## config.mk

```make
export PLATFORM = sky130hd
export DESIGN_NAME = supply_reset_seq
export DESIGN_NICKNAME = d
export VERILOG_FILES = /design/src/rtl/rsq_pkg.sv /design/src/rtl/rsq_sync.sv /design/src/rtl/rsq_fsm.sv /design/src/rtl/rsq_flags.sv /design/src/rtl/supply_reset_seq.sv
export SDC_FILE = /design/constraint.sdc
export NUM_CORES = 1
export LEC_CHECK = 0
export ABC_CLOCK_PERIOD_IN_PS = 1800
export CAP_MARGIN = 10
export CORE_AREA = 2 2 90 57
export CTS_CLUSTER_DIAMETER = 50
export DETAILED_ROUTE_END_ITERATION = 6
export DIE_AREA = 0 0 92 59
export PLACE_DENSITY_LB_ADDON = 0.1
export SLEW_MARGIN = 20
export SYNTH_ARGS = -nofsm -noshare
export SYNTH_HDL_FRONTEND = slang
export SYNTH_SLANG_ARGS = --single-unit
```

## constraint.sdc

```tcl
create_clock -name clk_i -period 1.8 [get_ports clk_i]
set_input_delay 0.18 -clock clk_i [delete_from_list [all_inputs] [get_ports clk_i]]
set_output_delay 0.18 -clock clk_i [all_outputs]
set_load 0.01 [all_outputs]
```

## src/rtl/rsq_pkg.sv

```systemverilog
package rsq_pkg;

    typedef enum logic [1:0] {
        ST_MONHOLD = 2'd0,
        ST_PULSE   = 2'd1,
        ST_RUN     = 2'd2
    } seq_state_e;

    // bit positions of the cause register (bit 1 is also the monitor select on writes)
    localparam int FLG_PIN = 0;
    localparam int FLG_POR = 1;
    localparam int FLG_WDT = 2;
    localparam int FLG_SW  = 3;

    typedef struct packed {
        logic sw;
        logic wdt;
        logic pin;
    } req_t;

endpackage

```

## src/rtl/rsq_sync.sv

```systemverilog
module rsq_sync #(
    parameter int STAGES = 2
) (
    input  logic clk_i,
    input  logic rst_ni,
    input  logic d_i,
    output logic q_o
);
    typedef struct packed {
        logic [STAGES-1:0] chain;
    } sync_t;

    sync_t s_d, s_q;

    always_comb begin
        s_d = s_q;
        s_d.chain[0] = d_i;
        for (int i = 1; i < STAGES; i++) begin
            s_d.chain[i] = s_q.chain[i-1];
        end
    end

    always_ff @(posedge clk_i or negedge rst_ni) begin
        if (!rst_ni) s_q <= '0;
        else         s_q <= s_d;
    end

    assign q_o = s_q.chain[STAGES-1];
endmodule

```

## src/rtl/rsq_fsm.sv

```systemverilog
module rsq_fsm
    import rsq_pkg::*;
#(
    parameter int HOLD_TICKS   = 10_000_000,
    parameter int PULSE_CYCLES = 16
) (
    input  logic clk_i,
    input  logic rst_ni,
    input  logic sup_ok_i,
    input  logic mon_act_i,
    input  req_t req_i,
    output logic rst_no,
    output logic run_o,
    output logic por_load_o,
    output logic ext_load_o,
    output logic ext_merge_o
);
    localparam int MAXC = (HOLD_TICKS > PULSE_CYCLES) ? HOLD_TICKS : PULSE_CYCLES;
    localparam int CW   = (MAXC > 2) ? $clog2(MAXC) : 1;
    localparam logic [CW-1:0] HOLD_LAST  = CW'(HOLD_TICKS - 1);
    localparam logic [CW-1:0] PULSE_LAST = CW'(PULSE_CYCLES - 1);

    typedef struct packed {
        seq_state_e    st;
        logic [CW-1:0] cnt;
        logic          rst_n;
    } fsm_t;

    fsm_t f_d, f_q;
    logic mon_fail;
    logic any_req;

    assign mon_fail = mon_act_i && !sup_ok_i;
    assign any_req  = req_i.pin || req_i.wdt || req_i.sw;

    always_comb begin
        f_d         = f_q;
        por_load_o  = 1'b0;
        ext_load_o  = 1'b0;
        ext_merge_o = 1'b0;
        unique case (f_q.st)
            ST_MONHOLD: begin
                if (mon_fail) begin
                    f_d.cnt = '0;
                end else if (f_q.cnt == HOLD_LAST) begin
                    f_d.st     = ST_RUN;
                    f_d.cnt    = '0;
                    por_load_o = 1'b1;
                end else begin
                    f_d.cnt = f_q.cnt + 1'b1;
                end
            end
            ST_PULSE: begin
                if (mon_fail) begin
                    f_d.st  = ST_MONHOLD;
                    f_d.cnt = '0;
                end else if (any_req) begin
                    f_d.cnt     = '0;
                    ext_merge_o = 1'b1;
                end else if (f_q.cnt == PULSE_LAST) begin
                    f_d.st  = ST_RUN;
                    f_d.cnt = '0;
                end else begin
                    f_d.cnt = f_q.cnt + 1'b1;
                end
            end
            ST_RUN: begin
                if (mon_fail) begin
                    f_d.st  = ST_MONHOLD;
                    f_d.cnt = '0;
                end else if (any_req) begin
                    f_d.st     = ST_PULSE;
                    f_d.cnt    = '0;
                    ext_load_o = 1'b1;
                end
            end
            default: begin
                f_d.st  = ST_MONHOLD;
                f_d.cnt = '0;
            end
        endcase
        f_d.rst_n = (f_d.st == ST_RUN);
    end

    always_ff @(posedge clk_i or negedge rst_ni) begin
        if (!rst_ni) begin
            f_q.st    <= ST_MONHOLD;
            f_q.cnt   <= '0;
            f_q.rst_n <= 1'b0;
        end else begin
            f_q <= f_d;
        end
    end

    assign rst_no = f_q.rst_n;
    assign run_o  = f_q.rst_n;


    power_fail_chk: assert property (@(posedge clk_i) disable iff (!rst_ni)
        (f_q.st == ST_RUN && mon_act_i && !sup_ok_i) |=> (!rst_no && f_q.st == ST_MONHOLD));


    hold_clear_chk: assert property (@(posedge clk_i) disable iff (!rst_ni)
        (f_q.st == ST_MONHOLD && mon_act_i && !sup_ok_i) |=> (f_q.cnt == '0 && !rst_no));


    pulse_hold_chk: assert property (@(posedge clk_i) disable iff (!rst_ni)
        (f_q.st == ST_PULSE && f_q.cnt != PULSE_LAST) |=> !rst_no);


    mon_idle_chk: assert property (@(posedge clk_i) disable iff (!rst_ni)
        (f_q.st == ST_RUN && !mon_act_i && !any_req) |=> rst_no);
endmodule

```

## src/rtl/rsq_flags.sv

```systemverilog
module rsq_flags
    import rsq_pkg::*;
#(
    parameter int FLAG_W = 8
) (
    input  logic              clk_i,
    input  logic              rst_ni,
    input  logic              run_i,
    input  logic              por_load_i,
    input  logic              ext_load_i,
    input  logic              ext_merge_i,
    input  req_t              req_i,
    input  logic              wr_en_i,
    input  logic [FLAG_W-1:0] wdata_i,
    output logic [FLAG_W-1:0] flags_o,
    output logic              mon_sel_o
);
    typedef struct packed {
        logic [FLAG_W-1:0] flags;
        logic              mon_sel;
    } flg_t;

    flg_t r_d, r_q;
    logic [FLAG_W-1:0] req_bits;
    logic [FLAG_W-1:0] por_bits;
    logic              unused_wdata;

    assign unused_wdata = ^wdata_i;

    always_comb begin
        req_bits          = '0;
        req_bits[FLG_PIN] = req_i.pin;
        req_bits[FLG_WDT] = req_i.wdt;
        req_bits[FLG_SW]  = req_i.sw;
        por_bits          = '0;
        por_bits[FLG_POR] = 1'b1;
    end

    always_comb begin
        r_d = r_q;
        if (por_load_i) begin
            r_d.flags = por_bits;
        end else if (ext_load_i) begin
            r_d.flags = req_bits;
        end else if (ext_merge_i) begin
            r_d.flags = (r_q.flags | req_bits) & ~por_bits;
        end
        if (wr_en_i && run_i) begin
            r_d.mon_sel = wdata_i[FLG_POR];
        end
    end

    always_ff @(posedge clk_i or negedge rst_ni) begin
        if (!rst_ni) begin
            r_q.flags   <= '0;
            r_q.mon_sel <= 1'b1;
        end else begin
            r_q <= r_d;
        end
    end

    assign flags_o   = r_q.flags;
    assign mon_sel_o = r_q.mon_sel;


    por_flag_chk: assert property (@(posedge clk_i) disable iff (!rst_ni)
        por_load_i |=> (flags_o == por_bits));


    ext_clear_chk: assert property (@(posedge clk_i) disable iff (!rst_ni)
        (ext_load_i || ext_merge_i) |=> !flags_o[FLG_POR]);


    sel_off_chk: assert property (@(posedge clk_i) disable iff (!rst_ni)
        (wr_en_i && run_i && !wdata_i[FLG_POR]) |=> !mon_sel_o);


    wr_keep_chk: assert property (@(posedge clk_i) disable iff (!rst_ni)
        (wr_en_i && !por_load_i && !ext_load_i && !ext_merge_i) |=> $stable(flags_o));
endmodule

```

## src/rtl/supply_reset_seq.sv

```systemverilog
module supply_reset_seq
    import rsq_pkg::*;
#(
    parameter int CLK_HZ       = 100_000_000,
    parameter int HOLD_MS      = 100,
    parameter int PULSE_CYCLES = 16,
    parameter int SYNC_STAGES  = 2,
    parameter int FLAG_W       = 8,
    parameter int VEC_W        = 16
) (
    input  logic              clk_i,
    input  logic              rst_ni,
    input  logic              supply_ok_i,
    input  logic              mon_en_i,
    input  logic              pin_req_i,
    input  logic              wdt_req_i,
    input  logic              sw_req_i,
    input  logic              reg_wr_i,
    input  logic [FLAG_W-1:0] reg_wdata_i,
    output logic              rst_no,
    output logic [FLAG_W-1:0] src_flags_o,
    output logic [VEC_W-1:0]  restart_vec_o
);
    localparam int HOLD_TICKS = (CLK_HZ / 1000) * HOLD_MS;

    logic sup_sync;
    logic mon_sel;
    logic mon_act;
    logic run;
    logic por_load, ext_load, ext_merge;
    req_t req;

    assign req.pin = pin_req_i;
    assign req.wdt = wdt_req_i;
    assign req.sw  = sw_req_i;
    assign mon_act = mon_en_i && mon_sel;

    rsq_sync #(.STAGES(SYNC_STAGES)) u_sync (
        .clk_i (clk_i),
        .rst_ni(rst_ni),
        .d_i   (supply_ok_i),
        .q_o   (sup_sync)
    );

    rsq_fsm #(.HOLD_TICKS(HOLD_TICKS), .PULSE_CYCLES(PULSE_CYCLES)) u_fsm (
        .clk_i      (clk_i),
        .rst_ni     (rst_ni),
        .sup_ok_i   (sup_sync),
        .mon_act_i  (mon_act),
        .req_i      (req),
        .rst_no     (rst_no),
        .run_o      (run),
        .por_load_o (por_load),
        .ext_load_o (ext_load),
        .ext_merge_o(ext_merge)
    );

    rsq_flags #(.FLAG_W(FLAG_W)) u_flags (
        .clk_i      (clk_i),
        .rst_ni     (rst_ni),
        .run_i      (run),
        .por_load_i (por_load),
        .ext_load_i (ext_load),
        .ext_merge_i(ext_merge),
        .req_i      (req),
        .wr_en_i    (reg_wr_i),
        .wdata_i    (reg_wdata_i),
        .flags_o    (src_flags_o),
        .mon_sel_o  (mon_sel)
    );

    assign restart_vec_o = '0;


    fail_wins_chk: assert property (@(posedge clk_i) disable iff (!rst_ni)
        (mon_act && !sup_sync) |=> !rst_no);


    disabled_chk: assert property (@(posedge clk_i) disable iff (!rst_ni)
        (rst_no && !mon_en_i && !pin_req_i && !wdt_req_i && !sw_req_i) |=> rst_no);
endmodule

```

==> impl_metrics.env, run 1 <==
export IMPL_cts_tree="built"
export IMPL_fin_hold_ws_ns=0.316
export IMPL_synth_compound_area_share_pct=11.5
export IMPL_synth_area_leaders="dfrtp_1, buf_4, xnor2_1"
export IMPL_r2r_start="u_fsm.f_q[15]$_DFFE_PN0P_"
export IMPL_yosysTopAreaCell="dfrtp_1"
export IMPL_post_route_util_pct=63.3
export IMPL_crit_path_start_kind="register"
export IMPL_cts_sinks=34
export IMPL_die_h_um=59
export IMPL_reg2regPathDepth=6
export IMPL_status="complete, but fails checks"
export IMPL_cts_max_level=2
export IMPL_setup_ws_ns=-0.0992
export IMPL_synthMuxAreaShare_pct=0.538
export IMPL_ios=41
export IMPL_hold_path_class="in -> async"
export IMPL_yosys_area_share_adder_pct=0.598
export IMPL_ys_flop_type="dfrtp_1"
export IMPL_violations="negative setup slack"
export IMPL_yosysSeqAreaShare_pct=40.7
export IMPL_p_leak_nw=1.29
export IMPL_hold_violations=0
export IMPL_synth_top_family_by_area="simple AND/OR/NAND/NOR gates"
export IMPL_port_buffers=13
export IMPL_rows=19
export IMPL_crit_path_start="u_fsm.f_q[15]$_DFFE_PN0P_"
export IMPL_totalWireLength_mm=5.23
export IMPL_coreArea_um2=4520
export IMPL_die_w_um=92
export IMPL_powerDensity_nw_per_um2=691
export IMPL_crit_fanout=18
export IMPL_grt_pass1_vias=1673
export IMPL_clk_path_buf_depth=2
export IMPL_grt_first_pass_wirelength_mm=8.37
export IMPL_post_route_period_util_pct=106
export IMPL_antenna_found_initial=0
export IMPL_avgSynthCellArea_um2=9.30
export IMPL_ant_nets=0
export IMPL_setup_tns_ns=-1.51
export IMPL_arrival_ns=2.07
export IMPL_die_area_um2=5430
export IMPL_period_minus_slack_ns=1.90
export IMPL_fin_nets=313
export IMPL_clock_latency_ns=0.29
export IMPL_max_freq_ghz=0.527
export IMPL_vias=1839
export IMPL_placed_cells_incl_taps=348
export IMPL_final_cell_mix="buf_4, dfrtp_1, nor2_1, nand2_1, conb_1"
export IMPL_place_hpwl_mm=3.72
export IMPL_synth_simple_area_share_pct=28.7
export IMPL_grt_max_degree=35
export IMPL_async_flop_share_pct=100
export IMPL_setup_viol=22
export IMPL_grt_usage_pct=20.2
export IMPL_end_kind="register"
export IMPL_antennaDiodeCount=0
export IMPL_grt_overflow=0
export IMPL_final_cell_count_no_fill=360
export IMPL_ys_seq_elements=34
export IMPL_numCtsBuffers=5
export IMPL_rsz0062_at_grt="yes"
export IMPL_ir_drop_v=0.000532
export IMPL_syn_cell_area_um2=2090
export IMPL_synthCells=225
export IMPL_gp_congestion=0.851
export IMPL_cts_root_buf="clkbuf_8"
export IMPL_yosys_cell_types_count=53
export IMPL_drt_iter0_drc=144
export IMPL_clkTransAtPathRegs_ns=0.07
export IMPL_via_per_inst=5.11
export IMPL_remaining_drc_errors=0
export IMPL_cts_hold_buf=0
export IMPL_dr_pass1_iters=4
export IMPL_yosysWarnings=0
export IMPL_synth_edff_count=0
export IMPL_synth_xor_area_share_pct=7.11
export IMPL_start_util_pct=46.3
export IMPL_required_ns=1.97
export IMPL_syn_to_final_growth_pct=36.6
export IMPL_maxSlewViolCount=0
export IMPL_drive_above_1_share_pct=36.0
export IMPL_synth_top_cell_area_share_pct=39.5
export IMPL_path_class="reg -> reg"
export IMPL_final_common_cell="buf_4"
export IMPL_maxCapViolCount=0
export IMPL_wire_per_inst_um=14.5
export IMPL_skew_ns=0.0109
==> power breakdown <==
group / total (mW) / internal, mW / leakage (nW) / switching, mW
clock: 0.726 / 0.451 / 0.0585 / 0.275
combinational: 0.397 / 0.189 / 0.793 / 0.209
sequential: 0.851 / 0.816 / 0.442 / 0.0356
total: 1.98 / 1.46 / 1.29 / 0.519
==> metrics by stage <==
step,power (mW),area (um^2),worst slack (ns)
2_1_floorplan,1.08,2160,-0.134
3_3_place_gp,1.22,2580,-0.500
3_5_place_dp,1.23,2580,-0.573
4_1_cts,1.97,2750,-0.0787
5_1_grt,2.08,2860,-0.176
6_report,1.98,2860,-0.0992
==> sequential cells by signal, summed over array words and instances (netlist names) <==
name / cells
u_sync.s_q: 2
u_fsm.rst_no: 1
u_flags.flags_o: 4
u_fsm.f_q: 26
u_flags.mon_sel_o: 1
==> path summary, 6_finish.rpt <==
path                            slack, ns                             to
worst max-delay path                 -0.1       u_fsm.f_q[4]$_DFFE_PN0P_
worst min-delay path                 0.32       u_fsm.f_q[5]$_DFFE_PN0P_
worst max register to register       -0.1       u_fsm.f_q[4]$_DFFE_PN0P_
worst min register to register       0.35        u_sync.s_q[1]$_DFF_PN0_
max in group asynchronous            1.13  u_flags.mon_sel_o$_DFFE_PN1P_
min in group clk_i                   0.34        u_sync.s_q[0]$_DFF_PN0_
==> logic make-up after synthesis <==
family                     after synthesis
and+or+nand+nor                        108
buffers and inverters                   31
AOI/OAI and AO/OA                       32
xor gates and xnor gates                17
DFF                                     34
other                                    1
muxes                                    1
adders and majority gates                1
==> critical path, cell delays in order, from the launching register on <==
cell and delay (ns):
dfrtp_1 0.42, nor4_4 0.29, nand3_2 0.16, o31a_1 0.37, o31ai_4 0.26, buf_12 0.20
nor2_1 0.06
==> synthesized netlist by cell type, types with 3 or more instances <==
master	n
a21oi_1	3
a221oi_1	4
a31oi_1	3
and4_1	3
buf_4	21
dfrtp_1	33
inv_1	3
nand2_1	21
nand3_1	10
nand4_1	6
nor2_1	21
nor2_2	10
nor3_1	8
nor4_1	10
o21ai_0	7
o221ai_1	3
xnor2_1	13
xor2_1	4
==> metal layers <==
| layer | track usage [%] | routed length (um) |
|---|---|---|
| met1 | 33.3 | 2890 |
| met4 | 3.62 | 36 |
| met5 | 0 | 0 |
| met3 | 4.96 | 289 |
| met2 | 26.4 | 2020 |
==> area by class of cell <==
cell class,instances,area [um^2]
clock buffers,7,86.3
multi-input cells,179,1200
inverters,3,11.3
clock inverters,1,30.0
fillers,386,1660
well taps,63,78.8
flip-flops and latches,34,853
repair buffers,73,597
==> repair_timing <==
item | CTS | global route
pin swaps | 3 | 13
buffers inserted | 3 | 2
resized for setup | 5 | 22
endpoints found under the setup margin | 21 | 29
Power figures use the tool's default switching activity.
==> run 2, diff against run 1 <==
Settings changed: REMOVE_ABC_BUFFERS set to 1.
==> impl_metrics.env, run 2 (synthesized netlist as in run 1, its figures left out) <==
export IMPL_status="complete, but fails checks"
export IMPL_violations="negative setup slack"
export IMPL_arrival_ns=2.03
export IMPL_grt_overflow=0
export IMPL_end_kind="register"
export IMPL_antenna_found_initial=0
export IMPL_pwr_share_comb_pct=21.4
export IMPL_p_int_mw=1.31
export IMPL_ir_drop_v=0.000673
export IMPL_switchingPower_uw=504
export IMPL_coreArea_um2=4520
export IMPL_grt_max_degree=35
export IMPL_regMostFlops="u_fsm.f_q"
export IMPL_die_h_um=59
export IMPL_crit_chain="nand2_2 > or3_4 > o31a_1 > o31ai_4 > buf_12 > nor2_1"
export IMPL_grt_pass1_vias=1750
export IMPL_seqPwrFrac_pct=47.1
export IMPL_final_cell_count_no_fill=361
export IMPL_drive_above_1_share_pct=34.9
export IMPL_cts_root_buf="clkbuf_8"
export IMPL_p_clk_share_pct=31.5
export IMPL_setup_ws_ns=-0.0568
export IMPL_port_buffers=13
export IMPL_fin_nets=314
export IMPL_crit_fanout=18
export IMPL_largest_reg_flops=26
export IMPL_r2r_start="u_fsm.f_q[11]$_DFFE_PN0P_"
export IMPL_powerDensity_nw_per_um2=644
export IMPL_drt_iter0_drc=104
export IMPL_rows=19
export IMPL_maxSlewViolCount=0
export IMPL_via_per_inst=5.11
export IMPL_place_hpwl_mm=3.91
export IMPL_slowest_delay_ns=0.41
export IMPL_ant_nets=0
export IMPL_pre_cts_slack_ns=-0.501
export IMPL_clock_latency_ns=0.28
export IMPL_numCtsBuffers=5
export IMPL_fin_hold_ws_ns=0.293
export IMPL_remaining_drc_errors=0
export IMPL_antennaDiodeCount=0
export IMPL_gp_congestion=0.892
export IMPL_hold_violations=0
export IMPL_cts_hold_buf=0
export IMPL_max_freq_ghz=0.539
export IMPL_clk_path_buf_depth=2
export IMPL_crit_path_start_kind="register"
export IMPL_grt_first_pass_wirelength_mm=8.65
export IMPL_rsz0062_at_grt="yes"
export IMPL_grt_usage_pct=21.1
export IMPL_hold_path_class="in -> async"
export IMPL_totalWireLength_mm=5.12
export IMPL_crit_path_start="u_fsm.f_q[11]$_DFFE_PN0P_"
export IMPL_clkTransAtPathRegs_ns=0.06
export IMPL_final_common_cell="buf_4"
export IMPL_die_w_um=92
export IMPL_required_ns=1.97
export IMPL_path_class="reg -> reg"
export IMPL_cts_tree="built"
export IMPL_p_leak_nw=1.28
export IMPL_maxCapViolCount=0
export IMPL_fill_cells=413
export IMPL_dr_pass1_iters=4
export IMPL_die_area_um2=5430
export IMPL_final_cell_mix="buf_4, dfrtp_1, nor2_1"
export IMPL_period_minus_slack_ns=1.86
export IMPL_cts_sinks=34
export IMPL_vias=1843
export IMPL_placed_cells_incl_taps=348
export IMPL_ios=41
export IMPL_reg2regPathDepth=6
export IMPL_post_route_period_util_pct=103
export IMPL_skew_ns=0.00505
export IMPL_syn_to_final_growth_pct=34.3
export IMPL_setup_viol=20
export IMPL_cp_slowest_cell="dfrtp_1"
export IMPL_setup_tns_ns=-0.865
export IMPL_cts_max_level=2
export IMPL_start_util_pct=46.3
export IMPL_wire_per_inst_um=14.2
export IMPL_swShare_pct=27.9
run 2: cell types whose count changed in the layout (fill, tap and decap cells not counted), moves of 2 or more:
cell	before	now
o21ai_0	2	6
buf_4	58	60
nor4_1	3	5
o21ai_1	3	1
run 2: metal layers:
metal | wire (um) | GRT usage, % | share of wire [%]
met1 | 2730 | 32.8 | 53
met2 | 2080 | 29.5 | 41
met3 | 261 | 3.82 | 5.1
met4 | 55 | 7.46 | 1.1
met5 | 0 | 0 | 0
run 2: repair_timing:
| item | 4_1_cts | 5_1_grt |
|---|---|---|
| setup endpoints to repair | 21 | 27 |
| gates cloned | 0 | 0 |
| buffers inserted | 2 | 3 |
| pin swaps | 3 | 2 |
| gates resized for setup | 5 | 11 |
run 2: cell type report:
class                           instances  area [um^2]  area share, %
Inverter                                3         11.3          0.401
Timing Repair Buffer                   74          601           21.4
Sequential cell                        34          852           30.3
Tap cell                               63         78.8           2.80
Multi-Input combinational cell        179         1180           41.9
Clock inverter                          1         5.00          0.178
Clock buffer                            7         86.3           3.07
run 2: metrics by stage:
step	power, mW	instance area (um^2)	utilization, %
after CTS	1.82	2720	60.2
after global routing	1.92	2810	62.2
after floorplan	1.04	1950	-
after detailed placement	1.24	2580	57.1
after global placement	1.22	2580	57.1
final	1.81	2810	62.2
run 2: critical path, delay by kind of cell, from the launching register on:
| kind | cells | cell delay, ns |
|---|---|---|
| flip-flops | 1 | 0.41 |
| AO/OA/AOI/OAI | 2 | 0.61 |
| buffers and inverters | 1 | 0.20 |
| AND/OR/NAND/NOR | 3 | 0.53 |
run 2: power groups by stage:
stage                     combinational [mW]  clock, mW  sequential, mW
after floorplan                        0.159          0           0.876
after global placement                 0.358          0           0.863
after detailed placement               0.371          0           0.864
after CTS                              0.384      0.584           0.851
after global routing                   0.430      0.627           0.859
final                                  0.388      0.571           0.852
run 2: worst paths after layout:
check | end | slack, ns
max | u_fsm.f_q[8]$_DFFE_PN0P_ | -0.06
min | u_sync.s_q[1]$_DFF_PN0_ | 0.29
max reg2reg | u_fsm.f_q[8]$_DFFE_PN0P_ | -0.06
min reg2reg | u_sync.s_q[1]$_DFF_PN0_ | 0.37
max in group asynchronous | u_flags.mon_sel_o$_DFFE_PN1P_ | 1.18
min in group clk_i | u_sync.s_q[0]$_DFF_PN0_ | 0.35
